[src/rtl/boot_reset_pkg.sv]
package boot_reset_pkg;

  typedef enum logic [2:0] {
    ST_IDLE,
    ST_SETTLE,
    ST_PULSE,
    ST_GAP,
    ST_HOLDOFF,
    ST_MONITOR
  } seqState_e;

  typedef enum logic [1:0] {
    LEN_SETTLE,
    LEN_PULSE,
    LEN_GAP,
    LEN_HOLD
  } lenSel_e;

  typedef struct packed {
    logic    timerLoad;
    lenSel_e lenSel;
    logic    burstLoad;
    logic    burstDec;
    logic    countInc;
    logic    holdLow;
    logic    doneSet;
  } seqStrobe_t;

endpackage

[src/rtl/brs_sync.sv]
module brs_sync #(
  parameter int WIDTH  = 1,
  parameter int STAGES = 2
) (
  input  logic             clk,
  input  logic [WIDTH-1:0] asyncIn,
  output logic [WIDTH-1:0] syncOut
);

  logic [WIDTH-1:0] stage [STAGES] = '{default: '0};

  always_ff @(posedge clk) stage[0] <= asyncIn;

  for (genvar g = 1; g < STAGES; g++) begin : g_stage
    always_ff @(posedge clk) stage[g] <= stage[g-1];
  end

  assign syncOut = stage[STAGES-1];

endmodule

[src/rtl/brs_debounce.sv]
module brs_debounce #(
  parameter int DEB_CYC = 2_000_000
) (
  input  logic clk,
  input  logic enable,
  input  logic rawIn,
  output logic level,
  output logic releasePulse
);

  localparam int CNT_W = $clog2(DEB_CYC + 1);
  localparam logic [CNT_W-1:0] LAST = CNT_W'(DEB_CYC - 1);

  logic [CNT_W-1:0] stableCnt = '0;
  logic             levelReg  = 1'b0;
  logic             relReg    = 1'b0;
  logic             accept;

  assign accept = (rawIn != levelReg) && (stableCnt == LAST);

  always_ff @(posedge clk) begin
    if (!enable) begin
      stableCnt <= '0;
      levelReg  <= 1'b0;
      relReg    <= 1'b0;
    end else begin
      relReg <= accept && levelReg;
      if (rawIn == levelReg) begin
        stableCnt <= '0;
      end else if (accept) begin
        stableCnt <= '0;
        levelReg  <= rawIn;
      end else begin
        stableCnt <= stableCnt + 1'b1;
      end
    end
  end

  assign level        = levelReg;
  assign releasePulse = relReg;


  deb_settled_chk: assert property (@(posedge clk) disable iff (!enable)
    !$stable(levelReg) |-> (levelReg == $past(rawIn)));

endmodule

[src/rtl/brs_control.sv]
module brs_control
  import boot_reset_pkg::*;
(
  input  logic       clk,
  input  logic       lockS,
  input  logic       enS,
  input  logic       validS,
  input  logic       btnRel,
  input  logic       timerZero,
  input  logic       burstEmpty,
  input  logic       doneFlag,
  output seqStrobe_t strobe
);

  seqState_e  state = ST_IDLE;
  seqState_e  nextState;
  seqStrobe_t str;

  always_comb begin
    nextState = state;
    str       = '0;
    unique case (state)
      ST_IDLE: begin
        if (lockS) begin
          nextState     = ST_SETTLE;
          str.timerLoad = 1'b1;
          str.lenSel    = LEN_SETTLE;
          str.burstLoad = 1'b1;
        end
      end
      ST_SETTLE, ST_GAP: begin
        if (timerZero) begin
          nextState     = ST_PULSE;
          str.timerLoad = 1'b1;
          str.lenSel    = LEN_PULSE;
          str.burstDec  = 1'b1;
          str.countInc  = 1'b1;
        end
      end
      ST_PULSE: begin
        if (timerZero) begin
          str.timerLoad = 1'b1;
          if (!doneFlag && !burstEmpty) begin
            nextState  = ST_GAP;
            str.lenSel = LEN_GAP;
          end else begin
            nextState   = ST_HOLDOFF;
            str.lenSel  = LEN_HOLD;
            str.doneSet = !doneFlag;
          end
        end
      end
      ST_HOLDOFF: begin
        if (btnRel) begin
          nextState     = ST_PULSE;
          str.timerLoad = 1'b1;
          str.lenSel    = LEN_PULSE;
          str.countInc  = 1'b1;
        end else if (timerZero) begin
          nextState = ST_MONITOR;
        end
      end
      ST_MONITOR: begin
        if (btnRel || !enS || !validS) begin
          nextState     = ST_PULSE;
          str.timerLoad = 1'b1;
          str.lenSel    = LEN_PULSE;
          str.countInc  = 1'b1;
        end
      end
      default: nextState = ST_IDLE;
    endcase
    if (!lockS) begin
      nextState = ST_IDLE;
      str       = '0;
    end
    str.holdLow = (nextState == ST_IDLE) || (nextState == ST_PULSE);
  end

  always_ff @(posedge clk) state <= nextState;

  assign strobe = str;


  lock_idle_chk: assert property (@(posedge clk)
    !lockS |=> (state == ST_IDLE));


  holdoff_quiet_chk: assert property (@(posedge clk) disable iff (!lockS)
    (state == ST_HOLDOFF && !btnRel && !timerZero) |=> (state == ST_HOLDOFF));


  burst_btn_chk: assert property (@(posedge clk) disable iff (!lockS)
    ((state == ST_SETTLE || state == ST_GAP) && btnRel && !timerZero)
      |=> (state == $past(state)));

endmodule

[src/rtl/brs_datapath.sv]
module brs_datapath
  import boot_reset_pkg::*;
#(
  parameter int SETTLE_CYC  = 500_000_000,
  parameter int SPACING_CYC = 100_000_000,
  parameter int PULSE_CYC   = 16,
  parameter int BURST_NUM   = 15,
  parameter int HOLDOFF_CYC = 10_000_000,
  parameter int COUNT_W     = 16
) (
  input  logic               clk,
  input  logic               lockS,
  input  seqStrobe_t         strobe,
  output logic               timerZero,
  output logic               burstEmpty,
  output logic               doneFlag,
  output logic               rstN,
  output logic [COUNT_W-1:0] resetCount
);

  localparam int MAX_A   = (SETTLE_CYC > SPACING_CYC) ? SETTLE_CYC : SPACING_CYC;
  localparam int MAX_LEN = (MAX_A > HOLDOFF_CYC) ? MAX_A : HOLDOFF_CYC;
  localparam int TIMER_W = $clog2(MAX_LEN + 1);
  localparam int BURST_W = $clog2(BURST_NUM + 1);

  localparam logic [TIMER_W-1:0] SETTLE_LEN = TIMER_W'(SETTLE_CYC - 1);
  localparam logic [TIMER_W-1:0] PULSE_LEN  = TIMER_W'(PULSE_CYC - 1);
  localparam logic [TIMER_W-1:0] GAP_LEN    = TIMER_W'(SPACING_CYC - PULSE_CYC - 1);
  localparam logic [TIMER_W-1:0] HOLD_LEN   = TIMER_W'(HOLDOFF_CYC - 1);

  logic [TIMER_W-1:0] timer      = '0;
  logic [BURST_W-1:0] burstLeft  = '0;
  logic [COUNT_W-1:0] countReg   = '0;
  logic               rstNReg    = 1'b0;
  logic               doneReg    = 1'b0;
  logic [TIMER_W-1:0] loadValue;

  always_comb begin
    unique case (strobe.lenSel)
      LEN_SETTLE: loadValue = SETTLE_LEN;
      LEN_PULSE:  loadValue = PULSE_LEN;
      LEN_GAP:    loadValue = GAP_LEN;
      default:    loadValue = HOLD_LEN;
    endcase
  end

  always_ff @(posedge clk) begin
    if (!lockS) begin
      timer     <= '0;
      burstLeft <= '0;
      doneReg   <= 1'b0;
    end else begin
      if (strobe.timerLoad)   timer <= loadValue;
      else if (timer != '0)   timer <= timer - 1'b1;
      if (strobe.burstLoad)     burstLeft <= BURST_W'(BURST_NUM);
      else if (strobe.burstDec) burstLeft <= burstLeft - 1'b1;
      if (strobe.doneSet)     doneReg <= 1'b1;
    end
  end

  always_ff @(posedge clk) begin
    rstNReg <= !strobe.holdLow;
    if (strobe.countInc) countReg <= countReg + 1'b1;
  end

  assign timerZero  = (timer == '0);
  assign burstEmpty = (burstLeft == '0);
  assign doneFlag   = doneReg;
  assign rstN       = rstNReg;
  assign resetCount = countReg;


  pulse_min_chk: assert property (@(posedge clk) disable iff (!lockS)
    $fell(rstNReg) |=> !rstNReg);


  count_step_chk: assert property (@(posedge clk) disable iff (!lockS)
    strobe.countInc |=> (!rstNReg && countReg != $past(countReg)));


  done_hold_chk: assert property (@(posedge clk) disable iff (!lockS)
    doneReg |=> doneReg);

  initial begin

    pulse_width_param_chk: assert (PULSE_CYC >= 3 && SPACING_CYC > PULSE_CYC + 1);
  end

endmodule

[src/rtl/boot_reset_seq.sv]
module boot_reset_seq
  import boot_reset_pkg::*;
#(
  parameter int SETTLE_CYC  = 500_000_000,
  parameter int SPACING_CYC = 100_000_000,
  parameter int PULSE_CYC   = 16,
  parameter int BURST_NUM   = 15,
  parameter int HOLDOFF_CYC = 10_000_000,
  parameter int DEB_CYC     = 2_000_000,
  parameter int COUNT_W     = 16
) (
  input  logic               clk,
  input  logic               lockIn,
  input  logic               btnIn,
  input  logic               dacEnIn,
  input  logic               dataValidIn,
  output logic               rstN,
  output logic               seqDone,
  output logic [COUNT_W-1:0] resetCount
);

  logic [3:0] syncBus;
  logic       lockS, btnS, enS, validS;
  logic       btnLevel, btnRel;
  logic       timerZero, burstEmpty, doneFlag;
  seqStrobe_t strobe;

  brs_sync #(.WIDTH(4), .STAGES(2)) u_sync (
    .clk    (clk),
    .asyncIn({lockIn, btnIn, dacEnIn, dataValidIn}),
    .syncOut(syncBus)
  );

  assign {lockS, btnS, enS, validS} = syncBus;

  brs_debounce #(.DEB_CYC(DEB_CYC)) u_deb (
    .clk         (clk),
    .enable      (lockS),
    .rawIn       (btnS),
    .level       (btnLevel),
    .releasePulse(btnRel)
  );

  brs_control u_ctrl (
    .clk       (clk),
    .lockS     (lockS),
    .enS       (enS),
    .validS    (validS),
    .btnRel    (btnRel),
    .timerZero (timerZero),
    .burstEmpty(burstEmpty),
    .doneFlag  (doneFlag),
    .strobe    (strobe)
  );

  brs_datapath #(
    .SETTLE_CYC (SETTLE_CYC),
    .SPACING_CYC(SPACING_CYC),
    .PULSE_CYC  (PULSE_CYC),
    .BURST_NUM  (BURST_NUM),
    .HOLDOFF_CYC(HOLDOFF_CYC),
    .COUNT_W    (COUNT_W)
  ) u_dp (
    .clk       (clk),
    .lockS     (lockS),
    .strobe    (strobe),
    .timerZero (timerZero),
    .burstEmpty(burstEmpty),
    .doneFlag  (doneFlag),
    .rstN      (rstN),
    .resetCount(resetCount)
  );

  assign seqDone = doneFlag;


  btn_level_chk: assert property (@(posedge clk) disable iff (!lockS)
    btnRel |-> !btnLevel);

endmodule

[config.mk]
export PLATFORM = sky130hd
export DESIGN_NAME = boot_reset_seq
export DESIGN_NICKNAME = d
export VERILOG_FILES = /design/src/rtl/boot_reset_pkg.sv /design/src/rtl/brs_sync.sv /design/src/rtl/brs_debounce.sv /design/src/rtl/brs_control.sv /design/src/rtl/brs_datapath.sv /design/src/rtl/boot_reset_seq.sv
export SDC_FILE = /design/constraint.sdc
export NUM_CORES = 1
export LEC_CHECK = 0
export CELL_PAD_IN_SITES_DETAIL_PLACEMENT = 1
export CELL_PAD_IN_SITES_GLOBAL_PLACEMENT = 1
export CORE_MARGIN = 5
export CORE_UTILIZATION = 46
export CTS_BUF_LIST = sky130_fd_sc_hd__clkbuf_8
export CTS_CLUSTER_DIAMETER = 30
export DETAILED_ROUTE_END_ITERATION = 7
export DONT_BUFFER_PORTS = 1
export HOLD_SLACK_MARGIN = 0.15
export PLACE_DENSITY_LB_ADDON = 0.1
export REMOVE_ABC_BUFFERS = 1
export SETUP_SLACK_MARGIN = 0.3
export SLEW_MARGIN = 20
export SYNTH_ARGS = -nofsm -noshare
export SYNTH_HDL_FRONTEND = slang
export SYNTH_HIERARCHICAL = 1
export SYNTH_SLANG_ARGS = --single-unit
[constraint.sdc]
create_clock -name clk -period 3.5 [get_ports clk]
set_input_delay 0.7 -clock clk [delete_from_list [all_inputs] [get_ports clk]]
set_output_delay 0.7 -clock clk [all_outputs]
set_load 0.02 [all_outputs]
==> flow_metrics.py <==
metrics = {
    "drt": {
        "first_iter_violations": 110,
        "drt_pre_antenna_iters": 4,
        "drt-total-wl_um": 9130,
        "avgRoutedWirePerCell_um": 17.1,
        "ant_nets": 0,
        "vias": 3047,
        "drc": 0,
        "avgViaCountPerCell": 5.71,
    },
    "die": {
        "initial_core_util": 0.465,
        "row_count": 34,
        "io_pins": 23,
        "die_area_um2": 10600,
        "fp.coreArea_um2": 8590,
        "die_h_um": 103,
        "die-width_um": 103,
    },
    "global_route": {
        "grt_use_total": 0.176,
        "grt_max_degree": 25,
        "antenna_found_initial": 0,
        "grt_pass1_wl_um": 14800,
        "grt_overflow": 0,
        "grt_pass1_vias": 3081,
    },
    "setup_path": {
        "path_max_fanout": 7,
        "max_stage_delay_ns": 0.54,
        "crit_chain": "or4_4, or3_4, nor4_4, o21ai_2, or3_4, a31oi_4, inv_2, ha_4, o211ai_1, buf_4, o21ai_0",
        "cpMostUsedCell": "or3_4",
        "crit_slowest_cell": "or4_4",
        "crit_path_end_kind": "flip-flop",
        "worst-endpoint-arrival_ns": 3.37,
        "worstSetupPathType": "flip-flop to flip-flop",
        "startpoint_type": "flip-flop",
        "critPathRequiredTime_ns": 3.72,
    },
    "power": {
        "power.density_nw_per_um2": 469,
        "p_seq_frac": 0.525,
        "leakage_nw": 1.55,
        "netSwitchingFraction": 0.275,
        "power_frac_clock": 0.339,
        "ir_drop_mv": 0.232,
        "power.internal_mw": 1.50,
        "switchingPower_mw": 0.570,
        "power.share.combinational": 0.136,
    },
    "layout": {
        "area_growth_pct": 10.7,
        "diodes": 0,
        "nets": 435,
        "final_cells": 534,
        "final_layout_size_suffix_gt1_frac": 0.120,
    },
    "clock_tree": {
        "cts_htree_levels": 3,
        "cts_tree": "yes",
        "cts.sinks": 85,
        "clk_latency_ns": 0.36,
        "cts-root-buf": "clkbuf_8",
        "cts-buffers-inserted": 9,
        "clk_pin_slew_ns": 0.09,
        "cts_buffer_depth": 2,
        "holdBufCountCts": 0,
    },
    "logic_synthesis": {
        "yosysMostFrequentCell": "dfxtp_1",
        "synth_area_leader_cell": "dfxtp_1",
        "ys_top_cells_by_count": "dfxtp_1 (69), xnor2_1 (30), nand3_1 (26), nor2_1 (24)",
        "synthAdderAreaFrac": 0.0282,
        "synth.area.mux_share": 0.00251,
        "synth_flop_cell": "dfxtp_1",
        "synth_compound_area_frac": 0.130,
        "synthCells": 413,
        "synth_xor_area_frac": 0.107,
        "synth_edf_count": 16,
        "ys_ff_latch": 85,
        "async_flop_share": 0,
        "syn_avg_cell_area_um2": 9.67,
        "syn_area_um2": 3990,
        "ys_types": 52,
        "synth-simple-area-share": 0.229,
        "ys_seq_area_frac": 0.466,
        "yosys.area.top_type_share": 0.346,
        "yosysWarningCount": 6,
        "synth_top_family_by_area": "simple AND/OR/NAND/NOR gates",
        "ys_top_cells_by_area": "dfxtp_1 (35%), edfxtp_1 (12%), xnor2_1 (6.6%)",
    },
    "timing": {
        "rsz0062_at_grt": "true",
        "max_clock_freq_mhz": 318,
        "period_share": 0.899,
        "finalHoldViolations": 0,
        "setup_viol": 0,
        "min_period_ns": 3.15,
        "slew_headroom": 0.477,
        "slew_viol_final": 0,
        "tightest_slew_ns": 0.773,
        "clock_skew_ns": 0.0113,
        "fin_tns_setup_ns": 0,
    },
    "flow_run": {
        "max-cap-violations": 0,
    },
    "placed_design": {
        "gp_congestion": 0.784,
        "io_buffer_count": 0,
        "dpl.cell_count": 515,
        "dpl.hpwl_um": 6550,
    },
    "outcome": {
        "status": "completed",
    },
    "min_path": {
        "hp-class": "flip-flop to flip-flop",
    },
}
## cells by family after synthesis
kind of cell	count (synthesis)
and+or+nand+nor	160
DFF	85
AOI/OAI and AO/OA	80
xor gates and xnor gates	49
buffers and inverters	29
adders and majority gates	9
muxes	1
## final timing paths
path,startpoint,end,slack (ns),cells past startpoint
min reg2reg,u_sync/stage[0][3],u_sync/stage[0][7],0.33,0
min,u_sync/stage[0][3],u_sync/stage[0][7],0.33,0
max,u_dp/timer[14],u_dp/timer[14],0.35,11
max reg2reg,u_dp/timer[14],u_dp/timer[14],0.35,11
## power by group through the flow
stage / combinational (mW) / sequential (mW) / clock [mW]
2_1_floorplan: 0.181 / 1.10 / 0
3_3_place_gp: 0.248 / 1.11 / 0
3_5_place_dp: 0.255 / 1.11 / 0
4_1_cts: 0.260 / 1.09 / 0.733
5_1_grt: 0.310 / 1.10 / 0.767
6_report: 0.281 / 1.09 / 0.703
## cells in the final DEF, fill, tap and decap left out, types with 3 or more instances in the layout
| cell type | n |
|---|---|
| clkbuf_8 | 9 |
| nor2_1 | 24 |
| nor3b_1 | 5 |
| inv_1 | 13 |
| o31a_1 | 3 |
| xnor2_1 | 30 |
| o31ai_1 | 8 |
| or4_1 | 10 |
| nand2_1 | 22 |
| o211ai_1 | 3 |
| edfxtp_1 | 16 |
| nand2b_1 | 3 |
| a31o_2 | 3 |
| xor2_1 | 19 |
| nand3_1 | 26 |
| or3_1 | 9 |
| ha_1 | 7 |
| nor4_1 | 12 |
| buf_4 | 12 |
| nor3_1 | 8 |
| o21a_1 | 11 |
| o21ai_0 | 20 |
| and3_1 | 9 |
| nor4b_1 | 4 |
| a21oi_1 | 15 |
| dfxtp_1 | 68 |
| nand4_1 | 5 |
## layout make-up
cell class	count	area [um2]
fill	993	4170
tap	108	135
sequential	85	1870
timing repair buffer	13	101
clock buffer	9	124
multi-input combinational	299	2070
inverter	13	48.8
clock inverter	7	73.8
## per-stage QoR
stage / utilization / total power [mW] / hold slack (ns) / area (um2) / setup slack, ns
finish: 0.514 / 2.07 / 0.333 / 4420 / 0.353
global route: 0.514 / 2.17 / 0.333 / 4420 / 0.221
CTS: 0.502 / 2.08 / 0.335 / 4310 / 0.320
detailed placement: 0.478 / 1.37 / 0.314 / 4110 / 0.236
global placement: 0.478 / 1.36 / 0.313 / 4110 / 0.310
floorplan: - / 1.28 / 0.310 / 3900 / -0.444
## registers in the layout (all words and copies together), names as in the netlist, 3 cells and up
| register | count |
|---|---|
| u_ctrl/state | 3 |
| u_deb/stableCnt | 21 |
| u_dp/burstLeft | 4 |
| u_dp/resetCount | 16 |
| u_dp/timer | 29 |
| u_sync/stage | 8 |
## worst max-delay path, delay by kind of cell (launching register included)
family	cells	cell delay (ns)
buffers and inverters	2	0.27
DFF	1	0.36
adders and majority gates	1	0.17
and+or+nand+nor	4	1.63
AOI/OAI and AO/OA	4	0.58
## routing by layer
layer  part of all wire  track usage
met3              0.029       0.0399
met4             0.0085       0.0508
met1               0.45        0.219
met5                  0            0
met2               0.51        0.303
## timing repair
| action | in CTS | in global routing |
|---|---|---|
| resized for setup | 2 | 20 |
| setup buffers | 0 | 3 |
| pin swaps | 2 | 3 |
| endpoints found under the setup margin | 14 | 19 |
| hold endpoints to repair | 0 | 0 |
No activity file was read; power rests on OpenSTA's default activity.
